### src/rtl/adc_bus_pkg.sv
package adc_bus_pkg;
  typedef enum logic [2:0] {
    ST_IDLE,
    ST_ADDR,
    ST_AACK,
    ST_WBYTE,
    ST_WACK,
    ST_RBYTE,
    ST_RACK
  } bus_st_e;

  localparam int SLEEP_BIT = 0;
  localparam int BYTE_BITS = 8;
endpackage

### src/rtl/bus_sense.sv
module bus_sense #(
  parameter int STAGES = 2
) (
  input  logic clk,
  input  logic rst,
  input  logic scl_i,
  input  logic sda_i,
  output logic scl_lvl,
  output logic sda_lvl,
  output logic scl_rise,
  output logic scl_fall,
  output logic start_evt,
  output logic stop_evt
);
  localparam int M = STAGES - 1;

  logic [STAGES-1:0] scl_sh, sda_sh;
  logic scl_d, sda_d;

  always_ff @(posedge clk) begin
    if (rst) begin
      scl_sh    <= '1;
      sda_sh    <= '1;
      scl_d     <= 1'b1;
      sda_d     <= 1'b1;
      scl_lvl   <= 1'b1;
      sda_lvl   <= 1'b1;
      scl_rise  <= 1'b0;
      scl_fall  <= 1'b0;
      start_evt <= 1'b0;
      stop_evt  <= 1'b0;
    end else begin
      scl_sh    <= {scl_sh[M-1:0], scl_i};
      sda_sh    <= {sda_sh[M-1:0], sda_i};
      scl_d     <= scl_sh[M];
      sda_d     <= sda_sh[M];
      scl_lvl   <= scl_sh[M];
      sda_lvl   <= sda_sh[M];
      scl_rise  <= ~scl_d & scl_sh[M];
      scl_fall  <= scl_d & ~scl_sh[M];
      start_evt <= scl_d & scl_sh[M] & sda_d & ~sda_sh[M];
      stop_evt  <= scl_d & scl_sh[M] & ~sda_d & sda_sh[M];
    end
  end
endmodule

### src/rtl/conv_timer.sv
module conv_timer #(
  parameter int CYCLES = 400,
  parameter int RES_W  = 12
) (
  input  logic             clk,
  input  logic             rst,
  input  logic             go,
  input  logic [RES_W-1:0] sample,
  output logic             busy,
  output logic [RES_W-1:0] result
);
  localparam int CW = $clog2(CYCLES + 1);

  logic [CW-1:0] cnt;

  always_ff @(posedge clk) begin
    if (rst) begin
      busy   <= 1'b0;
      cnt    <= '0;
      result <= '0;
    end else if (go && !busy) begin
      busy <= 1'b1;
      cnt  <= CW'(CYCLES - 1);
    end else if (busy) begin
      if (cnt == '0) begin
        busy   <= 1'b0;
        result <= sample;
      end else begin
        cnt <= cnt - 1'b1;
      end
    end
  end
endmodule

### src/rtl/bus_engine.sv
module bus_engine
  import adc_bus_pkg::*;
#(
  parameter logic [6:0] DEV_ADDR = 7'h2A,
  parameter int         CFG_W    = 6,
  parameter int         RES_W    = 12,
  parameter int         FRAME_W  = 16
) (
  input  logic             clk,
  input  logic             rst,
  input  logic             scl_rise,
  input  logic             scl_fall,
  input  logic             start_evt,
  input  logic             stop_evt,
  input  logic             sda_lvl,
  input  logic             busy,
  input  logic [RES_W-1:0] result,
  output logic             sda_pull,
  output logic [CFG_W-1:0] cfg,
  output logic             conv_go
);
  localparam int         PAD_W    = FRAME_W - RES_W;
  localparam logic [3:0] CFG_LAST = 4'(CFG_W - 1);
  localparam logic [3:0] BYTE_END = 4'(BYTE_BITS);

  bus_st_e              st;
  logic [3:0]           bit_cnt;
  logic [7:0]           rx;
  logic [FRAME_W-1:0]   tx;
  logic                 is_read;
  logic                 hit;
  logic [7:0]           rx_next;

  assign rx_next = {rx[6:0], sda_lvl};

  always_ff @(posedge clk) begin
    if (rst) begin
      st       <= ST_IDLE;
      bit_cnt  <= '0;
      rx       <= '0;
      tx       <= '0;
      is_read  <= 1'b0;
      hit      <= 1'b0;
      sda_pull <= 1'b0;
      cfg      <= '0;
      conv_go  <= 1'b0;
    end else begin
      conv_go <= 1'b0;
      if (stop_evt) begin
        st       <= ST_IDLE;
        sda_pull <= 1'b0;
        hit      <= 1'b0;
        if (hit && !cfg[SLEEP_BIT]) conv_go <= 1'b1;
      end else if (start_evt) begin
        st       <= ST_ADDR;
        bit_cnt  <= '0;
        sda_pull <= 1'b0;
      end else begin
        case (st)
          ST_ADDR: begin
            if (scl_rise) begin
              rx      <= rx_next;
              bit_cnt <= bit_cnt + 4'd1;
            end else if (scl_fall && bit_cnt == BYTE_END) begin
              if (rx[7:1] == DEV_ADDR && !busy) begin
                st       <= ST_AACK;
                sda_pull <= 1'b1;
                hit      <= 1'b1;
                is_read  <= rx[0];
              end else begin
                st <= ST_IDLE;
              end
            end
          end
          ST_AACK: begin
            if (scl_fall) begin
              bit_cnt <= '0;
              if (is_read) begin
                st       <= ST_RBYTE;
                tx       <= {result, {PAD_W{1'b0}}};
                sda_pull <= ~result[RES_W-1];
              end else begin
                st       <= ST_WBYTE;
                sda_pull <= 1'b0;
              end
            end
          end
          ST_WBYTE: begin
            if (scl_rise) begin
              rx      <= rx_next;
              bit_cnt <= bit_cnt + 4'd1;
              if (bit_cnt == CFG_LAST) cfg <= rx_next[CFG_W-1:0];
            end else if (scl_fall && bit_cnt == BYTE_END) begin
              st       <= ST_WACK;
              sda_pull <= 1'b1;
            end
          end
          ST_WACK: begin
            if (scl_fall) begin
              st       <= ST_WBYTE;
              sda_pull <= 1'b0;
              bit_cnt  <= '0;
            end
          end
          ST_RBYTE: begin
            if (scl_rise) begin
              bit_cnt <= bit_cnt + 4'd1;
            end else if (scl_fall) begin
              tx <= {tx[FRAME_W-2:0], 1'b0};
              if (bit_cnt == BYTE_END) begin
                st       <= ST_RACK;
                sda_pull <= 1'b0;
              end else begin
                sda_pull <= ~tx[FRAME_W-2];
              end
            end
          end
          ST_RACK: begin
            if (scl_rise) begin
              if (sda_lvl) st <= ST_IDLE;
            end else if (scl_fall) begin
              st       <= ST_RBYTE;
              bit_cnt  <= '0;
              sda_pull <= ~tx[FRAME_W-1];
            end
          end
          default: ;
        endcase
      end
    end
  end
endmodule

### src/rtl/adc_bus_target.sv
module adc_bus_target
  import adc_bus_pkg::*;
#(
  parameter logic [6:0] DEV_ADDR    = 7'h2A,
  parameter int         RES_W       = 12,
  parameter int         FRAME_W     = 16,
  parameter int         CFG_W       = 6,
  parameter int         CONV_CYCLES = 400,
  parameter int         SYNC_STAGES = 2
) (
  input  logic             clk,
  input  logic             rst,
  input  logic             scl_i,
  input  logic             sda_i,
  output logic             sda_pull_o,
  input  logic [RES_W-1:0] conv_data_i,
  output logic [CFG_W-1:0] cfg_o,
  output logic             busy_o,
  output logic             sleep_o
);
  logic scl_lvl, sda_lvl, scl_rise, scl_fall, start_evt, stop_evt;
  logic conv_go;
  logic [RES_W-1:0] result;

  bus_sense #(.STAGES(SYNC_STAGES)) sense_i (
    .clk(clk), .rst(rst), .scl_i(scl_i), .sda_i(sda_i),
    .scl_lvl(scl_lvl), .sda_lvl(sda_lvl),
    .scl_rise(scl_rise), .scl_fall(scl_fall),
    .start_evt(start_evt), .stop_evt(stop_evt)
  );

  bus_engine #(
    .DEV_ADDR(DEV_ADDR), .CFG_W(CFG_W), .RES_W(RES_W), .FRAME_W(FRAME_W)
  ) engine_i (
    .clk(clk), .rst(rst),
    .scl_rise(scl_rise), .scl_fall(scl_fall),
    .start_evt(start_evt), .stop_evt(stop_evt),
    .sda_lvl(sda_lvl), .busy(busy_o), .result(result),
    .sda_pull(sda_pull_o), .cfg(cfg_o), .conv_go(conv_go)
  );

  conv_timer #(.CYCLES(CONV_CYCLES), .RES_W(RES_W)) timer_i (
    .clk(clk), .rst(rst), .go(conv_go), .sample(conv_data_i),
    .busy(busy_o), .result(result)
  );

  assign sleep_o = cfg_o[SLEEP_BIT];
endmodule

### config.mk
export PLATFORM = sky130hd
export DESIGN_NAME = adc_bus_target
export DESIGN_NICKNAME = d
export VERILOG_FILES = /design/src/rtl/adc_bus_pkg.sv /design/src/rtl/bus_sense.sv /design/src/rtl/conv_timer.sv /design/src/rtl/bus_engine.sv /design/src/rtl/adc_bus_target.sv
export SDC_FILE = /design/constraint.sdc
export NUM_CORES = 1
export LEC_CHECK = 0
export ABC_CLOCK_PERIOD_IN_PS = 2200
export BUFFER_PORTS_ARGS = -buffer_cell sky130_fd_sc_hd__buf_2
export CAP_MARGIN = 20
export CORE_ASPECT_RATIO = 0.8
export CORE_MARGIN = 4
export CORE_UTILIZATION = 34
export DETAILED_ROUTE_END_ITERATION = 8
export GPL_TIMING_DRIVEN = 1
export SYNTH_ARGS = -nofsm -noshare
export SYNTH_HDL_FRONTEND = slang
export SYNTH_HIERARCHICAL = 1
export SYNTH_SLANG_ARGS = --single-unit
### constraint.sdc
create_clock -name clk -period 2.2 [get_ports clk]
set_input_delay 0.44 -clock clk [delete_from_list [all_inputs] [get_ports clk]]
set_output_delay 0.44 -clock clk [all_outputs]
set_load 0.02 [all_outputs]
* Word level (Yosys, flattened, before mapping)
Cells that the tools add are included.
Word-level totals: bits in read-only memories 0, logic and storage cells 159, input port bits 16, output and inout port bits 9, bits in registers 73, memories kept 0, RAM bits 0, bits in latches 0
Operators by class: multipliers 0, bitwise gates (word level) 19, $add $sub $neg 2, magnitude comparators 0, reductions and logical operators 31, eq/ne operators 38, div/mod/pow operators 0, shift operators 0, muxes and demuxes 47
Operators with widths (count):
- $mux 16 | 4
- $mux 3 | 13
- $reduce_and 12->1 | 3
- $pmux 16 s2 | 1
- $mux 9 | 3
- $ne 3x3->1 const B | 9
- $mux 1 | 18
- $pmux 3 s6 | 1
- $mux 4 | 4
- $ne 2x2->1 const B | 8
- $ne 2x1->1 const B | 6
- $not 1->1 | 12
- $pmux 4 s3 | 1
- $reduce_and 5->1 | 2
- $reduce_or 2->1 | 5
- $eq 3x3->1 const B | 3
- $logic_not 9->1 | 1
- $ne 3x2->1 const B | 3
- $sub 9x1->9 const B | 1
- $ne 4x4->1 const B | 2
- $reduce_and 4->1 | 2
- $and 1x1->1 | 7
- $eq 7x6->1 const B | 1
- $reduce_and 7->1 | 1
- 18 further kinds | 26

* Longest topological paths before layout
Gate-level depths: netlist of the first run.
word-level depth 7, mapped depth 7, mapped depth without buffers 7

* Cells and area by module
The synthesis of the first run kept the hierarchy.
Modules (own cells, without submodules):
- bus_engine | cells an instance 211, area each 1864.3 sq um, instances 1, seq. area each 740.7 sq um
- conv_timer | cells an instance 113, area each 1061.0 sq um, instances 1, seq. area each 440.4 sq um
- bus_sense | cells an instance 22, area each 300.3 sq um, instances 1, seq. area each 200.2 sq um
- adc_bus_target | cells an instance 1, area each 7.5 sq um, instances 1, seq. area each 0.0 sq um

* Worst setup path after synthesis of the first run
OpenSTA, ideal clock, no wires.
path type flip-flop to flip-flop, start point reg timer_i.busy, end point reg timer_i.cnt[1], buffers on the path 1, required time 2.079 ns, library setup time 0.121 ns, stages on the path, launching flop included 4, setup slack 0.616 ns, period minus slack after synthesis 1.584 ns, data arrival time 1.463 ns, cell sequence dfxtp_1 clkbuf_1 a21boi_0 mux2_2
Between the ends: longest elaborated chain between the ends 4, elaborated cells on any way between the ends 6, classes of those cells eq/ne: 1; mux: 1; reduce/logical: 4
RTL lines:
- from (decl) | RTL line conv_timer.sv:9 | output logic busy,
- from (signal assigned) | RTL line conv_timer.sv:18 | busy <= 1'b0;
- from (signal assigned) | RTL line conv_timer.sv:22 | busy <= 1'b1;
- from (signal assigned) | RTL line conv_timer.sv:26 | busy <= 1'b0;
- $logic_not 1->1 | RTL line conv_timer.sv:21 | end else if (go && !busy) begin
- $logic_and 1x1->1 | RTL line conv_timer.sv:21
- $ne 2x1->1 (no line) / $reduce_bool 2->1 (equally long branches)
- $reduce_and 2->1 (no line)
- to (signal assigned) | RTL line conv_timer.sv:23 | cnt <= CW'(CYCLES - 1);
- to (signal assigned) | RTL line conv_timer.sv:29 | cnt <= cnt - 1'b1;
- to (decl) | RTL line conv_timer.sv:14 | logic [CW-1:0] cnt;
Parallel ways exist; a longest one is shown, timed or not. A chain may end at the register's enable or synchronous reset.

* Final worst setup path of the first run
start point reg engine_i.st[2], end point reg engine_i.st[1]
Between the ends: longest elaborated chain between the ends 3, elaborated cells on any way between the ends 20, classes of those cells eq/ne: 17; mux: 1; reduce/logical: 2
RTL lines:
- from (decl) | RTL line bus_engine.sv:26 | bus_st_e st;
- from (signal assigned) | RTL line bus_engine.sv:38 | st <= ST_IDLE;
- from (signal assigned) | RTL line bus_engine.sv:50 | st <= ST_IDLE;
- from (signal assigned) | RTL line bus_engine.sv:55 | st <= ST_ADDR;
- $eq 3x1->1 (tied with other cells) | RTL line bus_engine.sv:59 | case (st)
- $reduce_bool 6->1 (no line) (tied with other cells)
- $reduce_and 12->1 (no line)
Parallel ways exist; a longest one is shown, timed or not.

==> summary.md, run 1 <==
| Metric | Value |
|---|---|
| Outcome | completed |
| Cell Pwr Density | 728 nW/um^2 |
| Endpoints failing hold | 0 |
| Clock latency on the worst-skew pair | 0.32 ns |
| Xor/xnor cell area share of the yosys netlist | 0% |
| Number of synthesized flops with an enable pin | 0 |
| Root buffer cell | clkbuf_16 |
| Worst vdd ir | approximately 0.36 mV |
| Worst reg2reg startpoint | engine_i/st[2] |
| Fmax achieved | between 500 and 600 MHz |
| Min setup slack post-route | ~0.4 ns |
| Hold_buf cts | 0 |
| Min Hold Slack | 0.300 ns |
| Cts bufs inserted | 9 |
| Pre-CTS setup slack | roughly 0.42 ns |
| Postcts setup bufs | 0 |
| Post-Synth Adder-Cell Area | under 10% |
| H-tree depth | 3 |
| Setup TNS | 0 ns |
| Max cap viols | 0 |
| Worst Max-Slew Pin Slew | roughly 0.64 ns |
| Clk_skew | approximately 0.0033 ns |
| Async set or reset register ratio after synthesis | 0% |
| Nets@finish | 392 |
| ANT cells | 0 |
| Worst-path clk slew | 0.05 ns |
| Post-layout min period | 1.80 ns |
| Inst Count DP | roughly 480 |
| Setup crit start | engine_i/st[2] |
| Io pins | 25 |
| Startpoint Class | flip-flop |
| Yosys reg bits | 69 |
| RR Endpoint | engine_i/st[1] |
| Syn Inst Count | ~350 |
| Die Y | 95.2 um |
| Rel. slew slack | a little under three fifths |
| Layout Cells excl Fill | just under 500 |
| Largest net degree at the start of global routing | 29 |
| Port bufs | 24 |
| Avg Inst Size Synth | between 9 and 10 sq um |
| Worst hold path class | in -> reg |
| Post-Synth Simple-Gate Area | between 20% and 30% |
| Vias | between 2000 and 3000 |
| YS warnings | 6 |
| R2R depth | 5 |
| First-pass GRT wire length | ~11 mm |
| # resized after CTS | 0 |
| Setup crit end kind | flip-flop |
| CP endpoint | engine_i/st[1] |
| Clk sink count | 69 |
| Post-layout util | approximately 41% |
| Main flop type after synthesis | dfxtp_1 |
| Crit path kind | reg -> reg |
| HPWL Detailed | ~4.4 mm |
| RSZ-0062 raised after global routing | false |
| Worst EP arrival | 2.01 ns |
| CTS Buffer Depth | 2 |
| WL per Instance | about 13 um |
| DRT Pass-1 Iters | 4 |
| Fin crit share | about four fifths |
| P_leak | ~1.5 nW |
| Synthesized cell area | ~3200 sq um |
| Register area share after synthesis | a little over two fifths |
| Via/cell ratio | 5.09 |
| Placeable Area | a little over 9000 sq um |
| Initial antenna violation count | 0 |
| Placement Rows | 31 |
| Complex-gate fraction of the synthesized area | 13.1% |
| GP Congestion | around 0.85 |
| Post-synthesis mux area share | ~14% |
| Global route overflow | 0 |
| DR iter-0 viols | 122 |
| Chip Width | between 100 and 150 um |
| Initial Utilization | a little over a third |
| Largest family of logic cells by synthesized area | simple AND/OR/NAND/NOR gates |
| DRC | 0 |
| Post-synthesis net count | roughly 370 |
| Vias in the first global route | between 2000 and 2500 |
| Register-to-register setup slack | approximately 0.40 ns |
| GRT Total Usage | about an eighth |
| Share of cells above drive strength 1 | roughly 18% |
| Worst-path fanout max | 13 |
| CP Data Required Time | around 2.4 ns |
| CTS tree | yes |
| Distinct cells, synth | 62 |
| Final Slew Violations | 0 |
| Die area | ~11000 sq um |
| Final setup viols | 0 |
| DRT antenna net count | 0 |
| Post-Route WL | about 6.4 mm |
| Layout Area Growth over Synthesis | 15.7% |
==> cells by family after synthesis <==
| logic type | after synthesis |
|---|---|
| flops | 69 |
| compound gates | 62 |
| fa+ha+maj | 4 |
| buf+inv | 31 |
| simple gates | 137 |
| mux | 44 |
==> cell type report <==
cell class / count / area (sq um)
fillers: 930 / 5410
well taps: 115 / 144
repair buffers: 34 / 195
clock buffers: 12 / 246
flip-flops and latches: 69 / 1380
inverters: 11 / 41.3
clock inverters: 4 / 47.5
multi-input cells: 247 / 1680
==> synth_stat cells, drive strengths merged (2+ instances only) <==
library cell | instances | area, sq um
a211oi | 12 | 90.1
a21oi | 15 | 78.8
a31oi | 3 | 18.8
buf | 12 | 91.3
clkbuf | 7 | 26.3
dfxtp | 69 | 1380
ha | 4 | 50.1
inv | 11 | 41.3
mux2i | 43 | 430
nand2 | 33 | 124
nand2b | 5 | 31.3
nand3 | 8 | 40.0
nand3b | 2 | 27.5
nand4 | 3 | 18.8
nand4b | 2 | 17.5
nor2 | 40 | 163
nor2b | 5 | 31.3
nor3 | 6 | 41.3
nor3b | 4 | 45.1
nor4 | 4 | 25.0
nor4b | 2 | 17.5
nor4bb | 2 | 20.0
o211ai | 6 | 45.0
o21a | 3 | 22.5
o21ai | 8 | 40.0
or2 | 7 | 43.8
or3 | 6 | 37.5
or3b | 3 | 26.3
==> flip-flops by register name (all words and copies together), names as in the netlist <==
register / cells
timer_i/cnt: 9
sense_i/scl_fall: 1
engine_i/bit_cnt: 4
engine_i/rx: 8
sense_i/scl_sh: 2
sense_i/stop_evt: 1
engine_i/cfg: 6
engine_i/is_read: 1
sense_i/sda_d: 1
timer_i/busy: 1
sense_i/scl_d: 1
engine_i/sda_pull: 1
engine_i/tx: 12
timer_i/result: 12
sense_i/start_evt: 1
engine_i/st: 3
engine_i/conv_go: 1
sense_i/sda_sh: 2
sense_i/scl_rise: 1
engine_i/hit: 1
==> worst min path at each step <==
stage                     cells past startpoint  slack, ns                end              start
after floorplan                               1       0.38  sense_i/scl_sh[1]  sense_i/scl_sh[0]
after global placement                        1       0.39  sense_i/sda_sh[1]  sense_i/sda_sh[0]
after detailed placement                      1       0.39  sense_i/sda_sh[1]  sense_i/sda_sh[0]
final                                         2       0.30  sense_i/scl_sh[0]              scl_i
after CTS                                     2       0.29  sense_i/scl_sh[0]              scl_i
after global routing                          2       0.30  sense_i/sda_sh[0]              sda_i
==> through the flow <==
step / instance area (sq um) / total power [W]
after floorplan: 3230 / 0.00133
after global placement: 3450 / 0.00135
after detailed placement: 3450 / 0.00135
after CTS: 3740 / 0.00277
after global routing: 3740 / 0.00283
final: 3740 / 0.00272
==> routing by layer <==
metal | GRT usage [%] | routed length [um]
met1 | 17.5 | 3220
met2 | 18.1 | 2820
met3 | 3.74 | 263
met4 | 3.63 | 49
met5 | 0 | 0
==> worst max-delay path, stage by stage (launching register included) <==
cell and delay [ns]:
dfxtp_1 0.61, nand3_1 0.20, or3b_1 0.41, a21oi_2 0.21
mux2i_1 0.20, nor2b_1 0.06
==> report_power, final <==
group / switching, W / internal (W)
sequential: 0.00000599 / 0.00126
clock: 0.000495 / 0.000904
combinational: 0.0000377 / 0.0000252
total: 0.000539 / 0.00219
==> cells in the final DEF (no fill, tap or decap), types with 3 or more instances in the layout <==
master,n
or2_1,4
o21ai_0,8
or3_1,6
a21oi_1,14
nand2_1,33
ha_1,4
nor2_1,37
nand4_1,3
or2_2,3
buf_2,24
a31oi_1,3
o211ai_1,6
inv_1,10
nor2b_1,5
nand2b_1,5
buf_4,10
nor3b_2,3
nor4_1,4
nor3_1,5
clkbuf_16,9
dfxtp_1,69
mux2i_1,43
o21a_1,3
nand3_1,8
a211oi_1,12
Note: power is estimated with default switching activity, not from simulation.
==> run 2: changes to the inputs <==
Settings changed: ABC_CLOCK_PERIOD_IN_PS 2200 to 1700.
Clock period 2.2 ns to 1.7 ns, I/O delays scaled along.
==> summary.md, run 2 (same netlist as run 1, synthesis figures left out) <==
| Metric | Value |
|---|---|
| Outcome | completed |
| DRC | 0 |
| Final setup viols | 0 |
| Max cap viols | 0 |
| Register area | roughly 1400 sq um |
| DRT Pass-1 Iters | 4 |
| Io pins | 25 |
| Port bufs | 24 |
| Clk sink count | 69 |
| Hold EP | sense_i/scl_sh[0] |
| Endpoints failing hold | 0 |
| Routed length on met3 | between 300 and 400 um |
| Clk_skew | 0.00846 ns |
| First-pass GRT wire length | 11.4 mm |
| Post-Route WL | roughly 6.4 mm |
| Die area | approximately 11000 sq um |
| R2R depth | 5 |
| CP Data Required Time | roughly 2.0 ns |
| Worst reg2reg startpoint | timer_i/cnt[0] |
| Worst hold path class | in -> reg |
| Initial antenna violation count | 0 |
| ANT cells | 0 |
| DRT antenna net count | 0 |
| Fin crit share | a little over nine tenths |
| Fmax achieved | 624 MHz |
| Area of the multi-input gates | 1720 sq um |
| Worst Hold Path Cells | 2 |
| H-tree depth | 3 |
| WL per Instance | 12.8 um |
| Root buffer cell | clkbuf_16 |
| Rel. slew slack | 64.7% |
| Cts bufs inserted | 9 |
| Leading cell type in the layout, fill and taps excluded | dfxtp_1 |
| Global route overflow | 0 |
| Share of cells above drive strength 1 | between 20 and 25% |
| Fill cells | between 800 and 900 |
| Initial Utilization | 35.3% |
| Setup crit end kind | flip-flop |
| Placement Rows | 31 |
| Vias | 2549 |
| RR Endpoint | timer_i/cnt[5] |
| DR iter-0 viols | 121 |
| Worst vdd ir | approximately 0.48 mV |
| Pre-CTS setup slack | 0.0159 ns |
| Met2 wire length | 2.85 mm |
| Vias in the first global route | approximately 2400 |
| CTS tree | yes |
| Placeable Area | ~9200 sq um |
| Via/cell ratio | 5.08 |
| Highest metal layer with signal wires | met4 |
| Final Slew Violations | 0 |
| Post-layout min period | 1.60 ns |
| GP Congestion | 0.877 |
| Worst Max-Slew Pin Slew | about 0.53 ns |
| Largest regs | engine_i/tx x12, timer_i/result x12, timer_i/cnt x9 |
| Worst-path fanout max | 5 |
| CTS Buffer Depth | 2 |
| Post-layout util | between 40% and 50% |
| Largest net degree at the start of global routing | 29 |
| Hold_buf cts | 0 |
| M1 WL | between 3 and 4 mm |
| Final Power | roughly 0.0040 W |
| Die Y | about 95 um |
| Worst-path clk slew | 0.06 ns |
| P_leak | around 1.6 nW |
| Min-Delay Startpoint | scl_i |
| Clock latency on the worst-skew pair | roughly 0.33 ns |
| Nets@finish | 402 |
| Setup TNS | 0 ns |
| Min setup slack post-route | 0.0977 ns |
| Register-to-register setup slack | roughly 0.098 ns |
| Highest-count cells in the layout ignoring fill and taps | dfxtp_1, mux2i_1, nor2_1 |
| GRT Total Usage | 12.8% |
| RSZ-0062 raised after global routing | false |
| Worst EP arrival | between 1.5 and 2 ns |
| Crit path kind | reg -> reg |
| Startpoint Class | flip-flop |
| Cell Pwr Density | between 1000 and 1500 nW/um^2 |
| Chip Width | approximately 120 um |
| Layout Area Growth over Synthesis | 22.6% |
| HPWL Detailed | 4.55 mm |
## run 2: changes by cell type in the layout (fill, tap and decap cells not counted), moves of 2 or more
| cell | change |
|---|---|
| bufinv_16 | +3 |
| buf_12 | +3 |
| buf_4 | +7 |
| clkinv_2 | -2 |
| clkbuf_1 | -2 |
| dfxtp_1 | -2 |
| dfxtp_2 | +2 |
| clkinv_4 | +2 |
## run 2: metrics by stage
stage,hold WS (ns),instance area [sq um],std cells
2_1_floorplan,0.383,3230,347
3_3_place_gp,0.389,3560,486
3_5_place_dp,0.388,3560,486
4_1_cts,0.183,3930,502
5_1_grt,0.182,3970,502
6_report,0.193,3970,502
## run 2: layer usage
layer / vias to the layer above / global-route usage, %
li1: 1307 / -
met1: 1185 / 17.6
met2: 46 / 19.2
met3: 11 / 4.38
met4: 0 / 3.15
met5: - / 0
## run 2: cell type report
type	count	area share, %
clock inverters	7	3.69
clock buffers	9	5.68
well taps	115	3.63
flip-flops and latches	69	34.9
inverters	11	1.04
multi-input cells	247	43.3
repair buffers	44	7.76
## run 2: what timing repair did
action	4_1_cts	5_1_grt
hold endpoints to repair	0	0
setup buffers	0	0
endpoints found under the setup margin	0	17
resized for setup	0	10
## run 2: power breakdown
group,internal [W],switching (W)
registers,0.00163,0.00000660
clock network,0.00159,0.000706
logic,0.0000374,0.0000516
## run 2: worst max-delay path by stage
| stage | to | start | depth (start not counted) | slack [ns] |
|---|---|---|---|---|
| 5_1_grt | timer_i/cnt[5] | timer_i/cnt[0] | 5 | 0.01 |
| 3_3_place_gp | timer_i/cnt[1] | timer_i/cnt[0] | 5 | 0.07 |
| 3_5_place_dp | timer_i/cnt[1] | timer_i/cnt[0] | 5 | 0.02 |
| 4_1_cts | timer_i/cnt[1] | timer_i/cnt[0] | 5 | 0.009 |
| 2_1_floorplan | timer_i/cnt[1] | timer_i/busy | 3 | 0.12 |
| 6_report | timer_i/cnt[5] | timer_i/cnt[0] | 5 | 0.1 |
## run 2: critical path, stage by stage, from the launching register on
cell	delay [ns]
dfxtp_1	0.32
inv_1	0.13
ha_4	0.18
or3b_2	0.49
o211ai_1	0.21
mux2i_1	0.21
